### src/rtl/sramc_pkg.sv
package sramc_pkg;

    // minimum timing limits of the memory, picoseconds
    localparam int LIM_RD_CYCLE_PS  = 45000;
    localparam int LIM_ADDR_ACC_PS  = 45000;
    localparam int LIM_OE_ACC_PS    = 22000;
    localparam int LIM_WR_CYCLE_PS  = 45000;
    localparam int LIM_WE_PULSE_PS  = 35000;
    localparam int LIM_ADDR_SU_PS   = 35000;
    localparam int LIM_DATA_SU_PS   = 25000;
    localparam int LIM_RELEASE_PS   = 18000;

    function automatic int ceil_cyc(int lim_ps, int per_ps);
        int c;
        c = (lim_ps + per_ps - 1) / per_ps;
        return (c < 1) ? 1 : c;
    endfunction

    function automatic int imax(int a, int b);
        return (a > b) ? a : b;
    endfunction

    typedef enum logic [2:0] {
        ST_IDLE,
        ST_NOP,
        ST_RD,
        ST_RD_GAP,
        ST_WR,
        ST_WR_REC
    } ctl_state_e;

    typedef struct packed {
        logic ce_n;
        logic we_n;
        logic oe_n;
        logic ub_n;
        logic lb_n;
        logic dout_en;
    } pin_set_t;

    localparam pin_set_t PINS_IDLE = '{ce_n: 1'b1, we_n: 1'b1, oe_n: 1'b1,
                                       ub_n: 1'b1, lb_n: 1'b1, dout_en: 1'b0};

    function automatic pin_set_t pins_for(ctl_state_e s, logic [1:0] m);
        pin_set_t p;
        p = PINS_IDLE;
        case (s)
            ST_RD: begin
                p.ce_n = 1'b0;
                p.oe_n = 1'b0;
                p.ub_n = ~m[1];
                p.lb_n = ~m[0];
            end
            ST_WR: begin
                p.ce_n    = 1'b0;
                p.we_n    = 1'b0;
                p.ub_n    = ~m[1];
                p.lb_n    = ~m[0];
                p.dout_en = 1'b1;
            end
            ST_WR_REC: begin
                p.ce_n = 1'b0;
                p.ub_n = ~m[1];
                p.lb_n = ~m[0];
            end
            default: p = PINS_IDLE;
        endcase
        return p;
    endfunction

endpackage

### src/rtl/sramc_seq.sv
module sramc_seq
    import sramc_pkg::*;
#(
    parameter int N_RD   = 12,
    parameter int N_GAP  = 5,
    parameter int N_WP   = 9,
    parameter int N_WREC = 3,
    parameter int CW     = 4
) (
    input  logic       clk,
    input  logic       rst,
    input  logic       req,
    input  logic       req_write,
    input  logic [1:0] req_mask,
    output ctl_state_e state_q,
    output ctl_state_e state_d,
    output logic       accept,
    output logic       rd_last
);

    logic [CW-1:0] cnt_q, cnt_d;

    assign accept  = req && (state_q == ST_IDLE);
    assign rd_last = (state_q == ST_RD) && (cnt_q == '0);

    always_comb begin
        state_d = state_q;
        cnt_d   = cnt_q;
        case (state_q)
            ST_IDLE: begin
                if (req) begin
                    if (req_mask == 2'b00) begin
                        state_d = ST_NOP;
                    end else if (req_write) begin
                        state_d = ST_WR;
                        cnt_d   = CW'(N_WP - 1);
                    end else begin
                        state_d = ST_RD;
                        cnt_d   = CW'(N_RD - 1);
                    end
                end
            end
            ST_NOP: state_d = ST_IDLE;
            ST_RD: begin
                if (cnt_q == '0) begin
                    state_d = ST_RD_GAP;
                    cnt_d   = CW'(N_GAP - 1);
                end else begin
                    cnt_d = cnt_q - 1'b1;
                end
            end
            ST_RD_GAP: begin
                if (cnt_q == '0) state_d = ST_IDLE;
                else             cnt_d   = cnt_q - 1'b1;
            end
            ST_WR: begin
                if (cnt_q == '0) begin
                    state_d = ST_WR_REC;
                    cnt_d   = CW'(N_WREC - 1);
                end else begin
                    cnt_d = cnt_q - 1'b1;
                end
            end
            ST_WR_REC: begin
                if (cnt_q == '0) state_d = ST_IDLE;
                else             cnt_d   = cnt_q - 1'b1;
            end
            default: state_d = ST_IDLE;
        endcase
    end

    always_ff @(posedge clk) begin
        if (rst) begin
            state_q <= ST_IDLE;
            cnt_q   <= '0;
        end else begin
            state_q <= state_d;
            cnt_q   <= cnt_d;
        end
    end


    nop_one_cycle_chk: assert property (@(posedge clk) disable iff (rst)
        (state_q == ST_NOP) |=> (state_q == ST_IDLE));

endmodule

### src/rtl/sramc_drive.sv
module sramc_drive
    import sramc_pkg::*;
#(
    parameter int AW    = 17,
    parameter int DW    = 16,
    parameter int N_GAP = 5,
    parameter int N_WP  = 9,
    parameter int CW    = 4
) (
    input  logic          clk,
    input  logic          rst,
    input  logic          accept,
    input  logic          idle,
    input  ctl_state_e    state_q,
    input  ctl_state_e    state_d,
    input  logic [AW-1:0] req_addr,
    input  logic [DW-1:0] req_wdata,
    input  logic [1:0]    req_mask,
    output logic [AW-1:0] sram_addr,
    output logic [DW-1:0] sram_dout,
    output pin_set_t      pins
);

    logic [1:0] mask_q, mask_sel;

    assign mask_sel = accept ? req_mask : mask_q;

    always_ff @(posedge clk) begin
        if (rst) begin
            mask_q    <= '0;
            sram_addr <= '0;
            sram_dout <= '0;
            pins      <= PINS_IDLE;
        end else begin
            if (accept) begin
                mask_q    <= req_mask;
                sram_addr <= req_addr;
                sram_dout <= req_wdata;
            end
            pins <= pins_for(state_d, mask_sel);
        end
    end

    // observation counters for the timing checks below
    logic [CW:0] we_lo_cnt, oe_hi_cnt;
    localparam logic [CW:0] CNT_SAT = '1;

    always_ff @(posedge clk) begin
        if (rst) begin
            we_lo_cnt <= '0;
            oe_hi_cnt <= CNT_SAT;
        end else begin
            if (pins.we_n)                we_lo_cnt <= '0;
            else if (we_lo_cnt != CNT_SAT) we_lo_cnt <= we_lo_cnt + 1'b1;
            if (!pins.oe_n)               oe_hi_cnt <= '0;
            else if (oe_hi_cnt != CNT_SAT) oe_hi_cnt <= oe_hi_cnt + 1'b1;
        end
    end


    idle_quiet_chk: assert property (@(posedge clk) disable iff (rst)
        idle |-> (pins.ce_n && pins.we_n && pins.oe_n && !pins.dout_en));


    oe_we_excl_chk: assert property (@(posedge clk) disable iff (rst)
        !pins.oe_n |-> pins.we_n);


    turnaround_chk: assert property (@(posedge clk) disable iff (rst)
        $rose(pins.dout_en) |-> (oe_hi_cnt >= (CW+1)'(N_GAP)));


    we_pulse_len_chk: assert property (@(posedge clk) disable iff (rst)
        $rose(pins.we_n) |-> (we_lo_cnt >= (CW+1)'(N_WP)));


    end_on_we_chk: assert property (@(posedge clk) disable iff (rst)
        $rose(pins.we_n) |-> (!pins.ce_n && !pins.dout_en));


    nop_no_strobe_chk: assert property (@(posedge clk) disable iff (rst)
        (state_q == ST_NOP) |-> (pins.ce_n && !pins.dout_en));

endmodule

### src/rtl/sramc_rdcap.sv
module sramc_rdcap #(
    parameter int DW = 16
) (
    input  logic          clk,
    input  logic          rst,
    input  logic          rd_last,
    input  logic [DW-1:0] sram_din,
    output logic [DW-1:0] rd_data,
    output logic          rd_valid
);

    always_ff @(posedge clk) begin
        if (rst) begin
            rd_data  <= '0;
            rd_valid <= 1'b0;
        end else begin
            rd_valid <= rd_last;
            if (rd_last) rd_data <= sram_din;
        end
    end


    valid_pulse_chk: assert property (@(posedge clk) disable iff (rst)
        rd_valid |=> !rd_valid);

endmodule

### src/rtl/sram_async_ctrl.sv
module sram_async_ctrl
    import sramc_pkg::*;
#(
    parameter int CLK_PS      = 4000,
    parameter int AW          = 17,
    parameter int DW          = 16,
    parameter int RD_CYCLE_PS = LIM_RD_CYCLE_PS,
    parameter int ADDR_ACC_PS = LIM_ADDR_ACC_PS,
    parameter int OE_ACC_PS   = LIM_OE_ACC_PS,
    parameter int WR_CYCLE_PS = LIM_WR_CYCLE_PS,
    parameter int WE_PULSE_PS = LIM_WE_PULSE_PS,
    parameter int ADDR_SU_PS  = LIM_ADDR_SU_PS,
    parameter int DATA_SU_PS  = LIM_DATA_SU_PS,
    parameter int RELEASE_PS  = LIM_RELEASE_PS
) (
    input  logic          clk,
    input  logic          rst,
    input  logic          req,
    input  logic          req_write,
    input  logic [AW-1:0] req_addr,
    input  logic [DW-1:0] req_wdata,
    input  logic [1:0]    req_mask,
    output logic          ready,
    output logic [DW-1:0] rd_data,
    output logic          rd_valid,
    output logic [AW-1:0] sram_addr,
    output logic          sram_ce_n,
    output logic          sram_we_n,
    output logic          sram_oe_n,
    output logic          sram_ub_n,
    output logic          sram_lb_n,
    output logic [DW-1:0] sram_dout,
    output logic          sram_dout_en,
    input  logic [DW-1:0] sram_din
);

    localparam int N_RD   = ceil_cyc(imax(RD_CYCLE_PS, imax(ADDR_ACC_PS, OE_ACC_PS)), CLK_PS);
    localparam int N_GAP  = ceil_cyc(RELEASE_PS, CLK_PS);
    localparam int N_WP   = ceil_cyc(imax(WE_PULSE_PS, imax(ADDR_SU_PS, DATA_SU_PS)), CLK_PS);
    localparam int N_WREC = imax(1, ceil_cyc(WR_CYCLE_PS, CLK_PS) - N_WP);
    localparam int N_MAX  = imax(imax(N_RD, N_GAP), imax(N_WP, N_WREC));
    localparam int CW     = $clog2(N_MAX + 1);

    ctl_state_e state_q, state_d;
    logic       accept, rd_last;
    pin_set_t   pins;

    assign ready = (state_q == ST_IDLE);

    sramc_seq #(
        .N_RD(N_RD), .N_GAP(N_GAP), .N_WP(N_WP), .N_WREC(N_WREC), .CW(CW)
    ) u_seq (
        .clk(clk), .rst(rst), .req(req), .req_write(req_write),
        .req_mask(req_mask), .state_q(state_q), .state_d(state_d),
        .accept(accept), .rd_last(rd_last)
    );

    sramc_drive #(
        .AW(AW), .DW(DW), .N_GAP(N_GAP), .N_WP(N_WP), .CW(CW)
    ) u_drive (
        .clk(clk), .rst(rst), .accept(accept), .idle(ready),
        .state_q(state_q), .state_d(state_d), .req_addr(req_addr),
        .req_wdata(req_wdata), .req_mask(req_mask),
        .sram_addr(sram_addr), .sram_dout(sram_dout), .pins(pins)
    );

    sramc_rdcap #(.DW(DW)) u_rdcap (
        .clk(clk), .rst(rst), .rd_last(rd_last), .sram_din(sram_din),
        .rd_data(rd_data), .rd_valid(rd_valid)
    );

    assign sram_ce_n    = pins.ce_n;
    assign sram_we_n    = pins.we_n;
    assign sram_oe_n    = pins.oe_n;
    assign sram_ub_n    = pins.ub_n;
    assign sram_lb_n    = pins.lb_n;
    assign sram_dout_en = pins.dout_en;

endmodule

### config.mk
export PLATFORM = sky130hd
export DESIGN_NAME = sram_async_ctrl
export DESIGN_NICKNAME = d
export VERILOG_FILES = /design/src/rtl/sramc_pkg.sv /design/src/rtl/sramc_seq.sv /design/src/rtl/sramc_drive.sv /design/src/rtl/sramc_rdcap.sv /design/src/rtl/sram_async_ctrl.sv
export SDC_FILE = /design/constraint.sdc
export NUM_CORES = 1
export LEC_CHECK = 0
export ABC_AREA = 1
export BUFFER_PORTS_ARGS = -buffer_cell sky130_fd_sc_hd__buf_4
export CELL_PAD_IN_SITES_DETAIL_PLACEMENT = 1
export CELL_PAD_IN_SITES_GLOBAL_PLACEMENT = 1
export CORE_MARGIN = 2
export CORE_UTILIZATION = 30
export DETAILED_ROUTE_END_ITERATION = 7
export PLACE_DENSITY = 0.76
export SYNTH_ARGS = -nofsm -noshare
export SYNTH_HDL_FRONTEND = slang
export SYNTH_HIERARCHICAL = 1
export SYNTH_SLANG_ARGS = --single-unit
### constraint.sdc
create_clock -name clk -period 1.7 [get_ports clk]
set_clock_uncertainty 0.05 [all_clocks]
set_input_delay 0 -clock clk [delete_from_list [all_inputs] [get_ports clk]]
set_output_delay 0 -clock clk [all_outputs]
set_load 0.01 [all_outputs]
==> run_results.csv <==
group,metric,value,unit
detailed_routing,first_iter_violations,63,
clock_tree,path_clk_slew,0.08,ns
floorplanning,start_util,30.7,%
critical_path,cpPeakStageDelay,0.41,ns
critical_path,cp_max_fo,5,
floorplanning,ios,112,
pwr,seq_power_share,36.0,%
critical_path,cpMostUsedCell,"inv_1",
clock_tree,cts_tree,"built",
synth,synth.area.top_cells,"dfxtp_1, nor2_1, nand2_1",
placed_design,placed_area,3720,sq um
synth,synth-edff-count,0,
critical_path,critPathLaunchType,"flip-flop",
grt,antenna_found_initial,2,
synth,synth.avg_cell_area,7.33,sq um
synth,ys_ff_latch,65,
detailed_routing,wire_per_inst,16.0,um
timing,fin_hold_ws,0.128,ns
critical_path,slowest_stage,"dfxtp_2",
grt,met2_usage,37.8,%
floorplanning,die_width,101,um
finish,layoutNonFillerInstCount,684,
grt,grt_pass1_vias,3379,
finish,fin_area,4790,sq um
status,status,"finished with violations",
placed_design,port_buffers,111,
timing,setup_ws,-0.0114,ns
clock_tree,cts_root_buffer,"clkbuf_8",
critical_path,worstSetupPathType,"reg2reg",
pwr,cell_internal_pwr,3.42,mW
finish,syn2layout_area_growth,70.7,%
detailed_routing,totalWireLength,10.9,mm
grt,grt_max_degree,39,
synth,yosysSeqAreaShare,46.3,%
status,violations,"negative setup slack",
timing,hold_violations,0,
grt,overflow,0,
timing,period_share,101,%
clock_tree,clock_latency,0.35,ns
pwr,swShare,31.7,%
detailed_routing,drcViolationCount,0,
placed_design,place_inst,601,
pwr,ir_worst_vdd,0.444,mV
critical_path,cp.required,1.89,ns
timing,drv_slew,0,
floorplanning,die_h,101,um
finish,fin_util,52.4,%
pwr,p_switching,1.59,mW
pwr,report.power.total,5.01,mW
timing,tns,-0.0165,ns
critical_path,critPathArrivalTime,1.91,ns
synth,syn-num-nets,440,
pwr,power.leakage,2.32,nW
finish,drive_gt1_share,40.2,%
synth,synth.cell_area,2810,sq um
synth,synth_top_cell_by_area,"dfxtp_1",
grt,grt_use_met3,5.76,%
critical_path,worstPathCellList,"buf_4, nor2_2, inv_1, nor2_4, a21oi_2, nand2_2, inv_1, nand3b_1, or2_4",
detailed_routing,via_per_inst,4.59,
grt,top_usage_layer,"met2",
timing,fin_crit,1.71,ns
critical_path,endpoint_kind,"flip-flop",
detailed_routing,postRouteAntennaNets,0,
timing,max_slew_margin,65.4,%
synth,async_flop_share,0,%
finish,nFillCells,1109,
synth,yosys_most_used_dff,"dfxtp_1",
placed_design,hpwl,5.82,mm
detailed_routing,vias,3142,
clock_tree,cts.sinks,65,
timing,rsz0062_at_grt,"yes",
timing,worstMarginPinSlew,0.518,ns
placed_design,place_congestion,0.865,
synth,synth.top_cell.area_share,46.3,%
pwr,pwr-share-comb,30.7,%
floorplanning,rows,35,
synth,ys_types,27,
finish,final_net_count,624,
clock_tree,max-clock-path-buffers,2,
pwr,pwr-share-clk,33.3,%
grt,grt_pass1_wl,15.7,mm
worst_hold_path,hold_class,"in2reg",
floorplanning,core,9150,sq um
clock_tree,htreeDepth,3,
placed_design,dp_slack,-0.107,ns
clock_tree,numCtsBuffers,9,
synth,synth_cells,383,
detailed_routing,drt-pass1-iter-count,4,
floorplanning,die-area,10100,sq um
flow_run,drv_cap,0,
timing,finalSetupViolCount,2,
pwr,power_density,1050,nW/um^2
synth,yosysWarnings,6,
timing,fmax,584,MHz
grt,grt_use_met1,19.7,%
grt,track_usage,19.9,%
path summary, 6_finish.rpt:
kind                     startpoint                end  slack, ns  cells past startpoint
setup reg to reg   u_seq/state_q[2]    u_drive/pins[3]      -0.01                      9
setup / recovery   u_seq/state_q[2]    u_drive/pins[3]      -0.01                      9
hold / removal            req_write   u_seq/state_q[1]       0.13                      5
hold reg to reg   u_drive/mask_q[0]  u_drive/mask_q[0]       0.43                      2
worst max-delay path, delay by kind of cell (launching register included):
| kind | cells | cell delay [ns] |
|---|---|---|
| AND/OR/NAND/NOR | 5 | 0.63 |
| buffers and inverters | 3 | 0.38 |
| flip-flops | 1 | 0.41 |
| AO/OA/AOI/OAI | 1 | 0.15 |
sequential cells by signal, indices dropped and copies added, names as in the netlist:
name               flops
u_seq/cnt_q            4
u_rdcap/rd_valid       1
u_rdcap/rd_data       16
u_drive/mask_q         2
u_seq/state_q          3
u_drive/pins           6
u_drive/sram_addr     17
u_drive/sram_dout     16
power by group through the flow:
stage	combinational [mW]	sequential, mW	clock, mW
floorplan	0.608	1.88	0
global placement	1.12	1.81	0
detailed placement	1.15	1.82	0
CTS	1.32	1.79	1.70
global route	1.67	1.82	1.79
finish	1.54	1.81	1.67
placed cells by master, fill, tap and decap left out, types with 2 or more instances in the layout:
| cell | count |
|---|---|
| clkbuf_8 | 9 |
| a21oi_1 | 2 |
| bufinv_16 | 3 |
| buf_12 | 2 |
| dlygate4sd3_1 | 52 |
| buf_6 | 2 |
| o21ai_0 | 32 |
| nand3_2 | 2 |
| nor2_2 | 24 |
| clkinv_4 | 2 |
| dfxtp_4 | 2 |
| o21ai_1 | 3 |
| inv_6 | 3 |
| nor3_4 | 2 |
| nand2_1 | 52 |
| inv_2 | 8 |
| nor2_4 | 8 |
| nand2_4 | 3 |
| nand3_1 | 5 |
| dfxtp_1 | 61 |
| inv_1 | 35 |
| buf_4 | 131 |
| dfxtp_2 | 2 |
| nand2_2 | 18 |
| nor2_1 | 97 |
area by class of cell:
| cell class | count | area [sq um] | area share [%] |
|---|---|---|---|
| Timing Repair Buffer | 188 | 1590 | 33.2 |
| Sequential cell | 65 | 1310 | 27.4 |
| Clock buffer | 9 | 124 | 2.58 |
| Multi-Input combinational cell | 257 | 1310 | 27.4 |
| Antenna cell | 1 | 2.50 | 0.0522 |
| Inverter | 46 | 188 | 3.92 |
| Tap cell | 111 | 139 | 2.90 |
| Clock inverter | 7 | 125 | 2.61 |
per-layer routing:
metal,up-vias,part of all wire (%)
met4,2,3.6
met2,98,54
met5,-,0.12
li1,1526,-
met1,1480,38
met3,36,4.1
timing repair:
| item | CTS | global route |
|---|---|---|
| pin swaps | 2 | 12 |
| cloned | 0 | 1 |
| gates resized for setup | 7 | 51 |
| setup endpoints to repair | 5 | 15 |
| setup buffers | 6 | 7 |
| hold endpoints to repair | 60 | 0 |
| hold buffers | 52 | 0 |
Yosys cell counts (2+ instances only):
library cell    n
nor2_1        107
dfxtp_1        65
nand2_1        59
inv_1          43
o21ai_0        33
nor2_2         21
nand2_2        14
nand3_1         7
buf_6           5
a21oi_1         3
buf_8           3
o21ai_1         3
buf_12          2
buf_2           2
ha_1            2
inv_2           2
nor3_1          2
kinds of logic after synthesis:
group	count (synthesis)	synth area share [%]
and+or+nand+nor	216	33.3
AOI/OAI and AO/OA	39	6.95
DFF	65	46.3
adders and majority gates	2	0.891
buffers and inverters	61	12.5
Power figures use the tool's default switching activity.
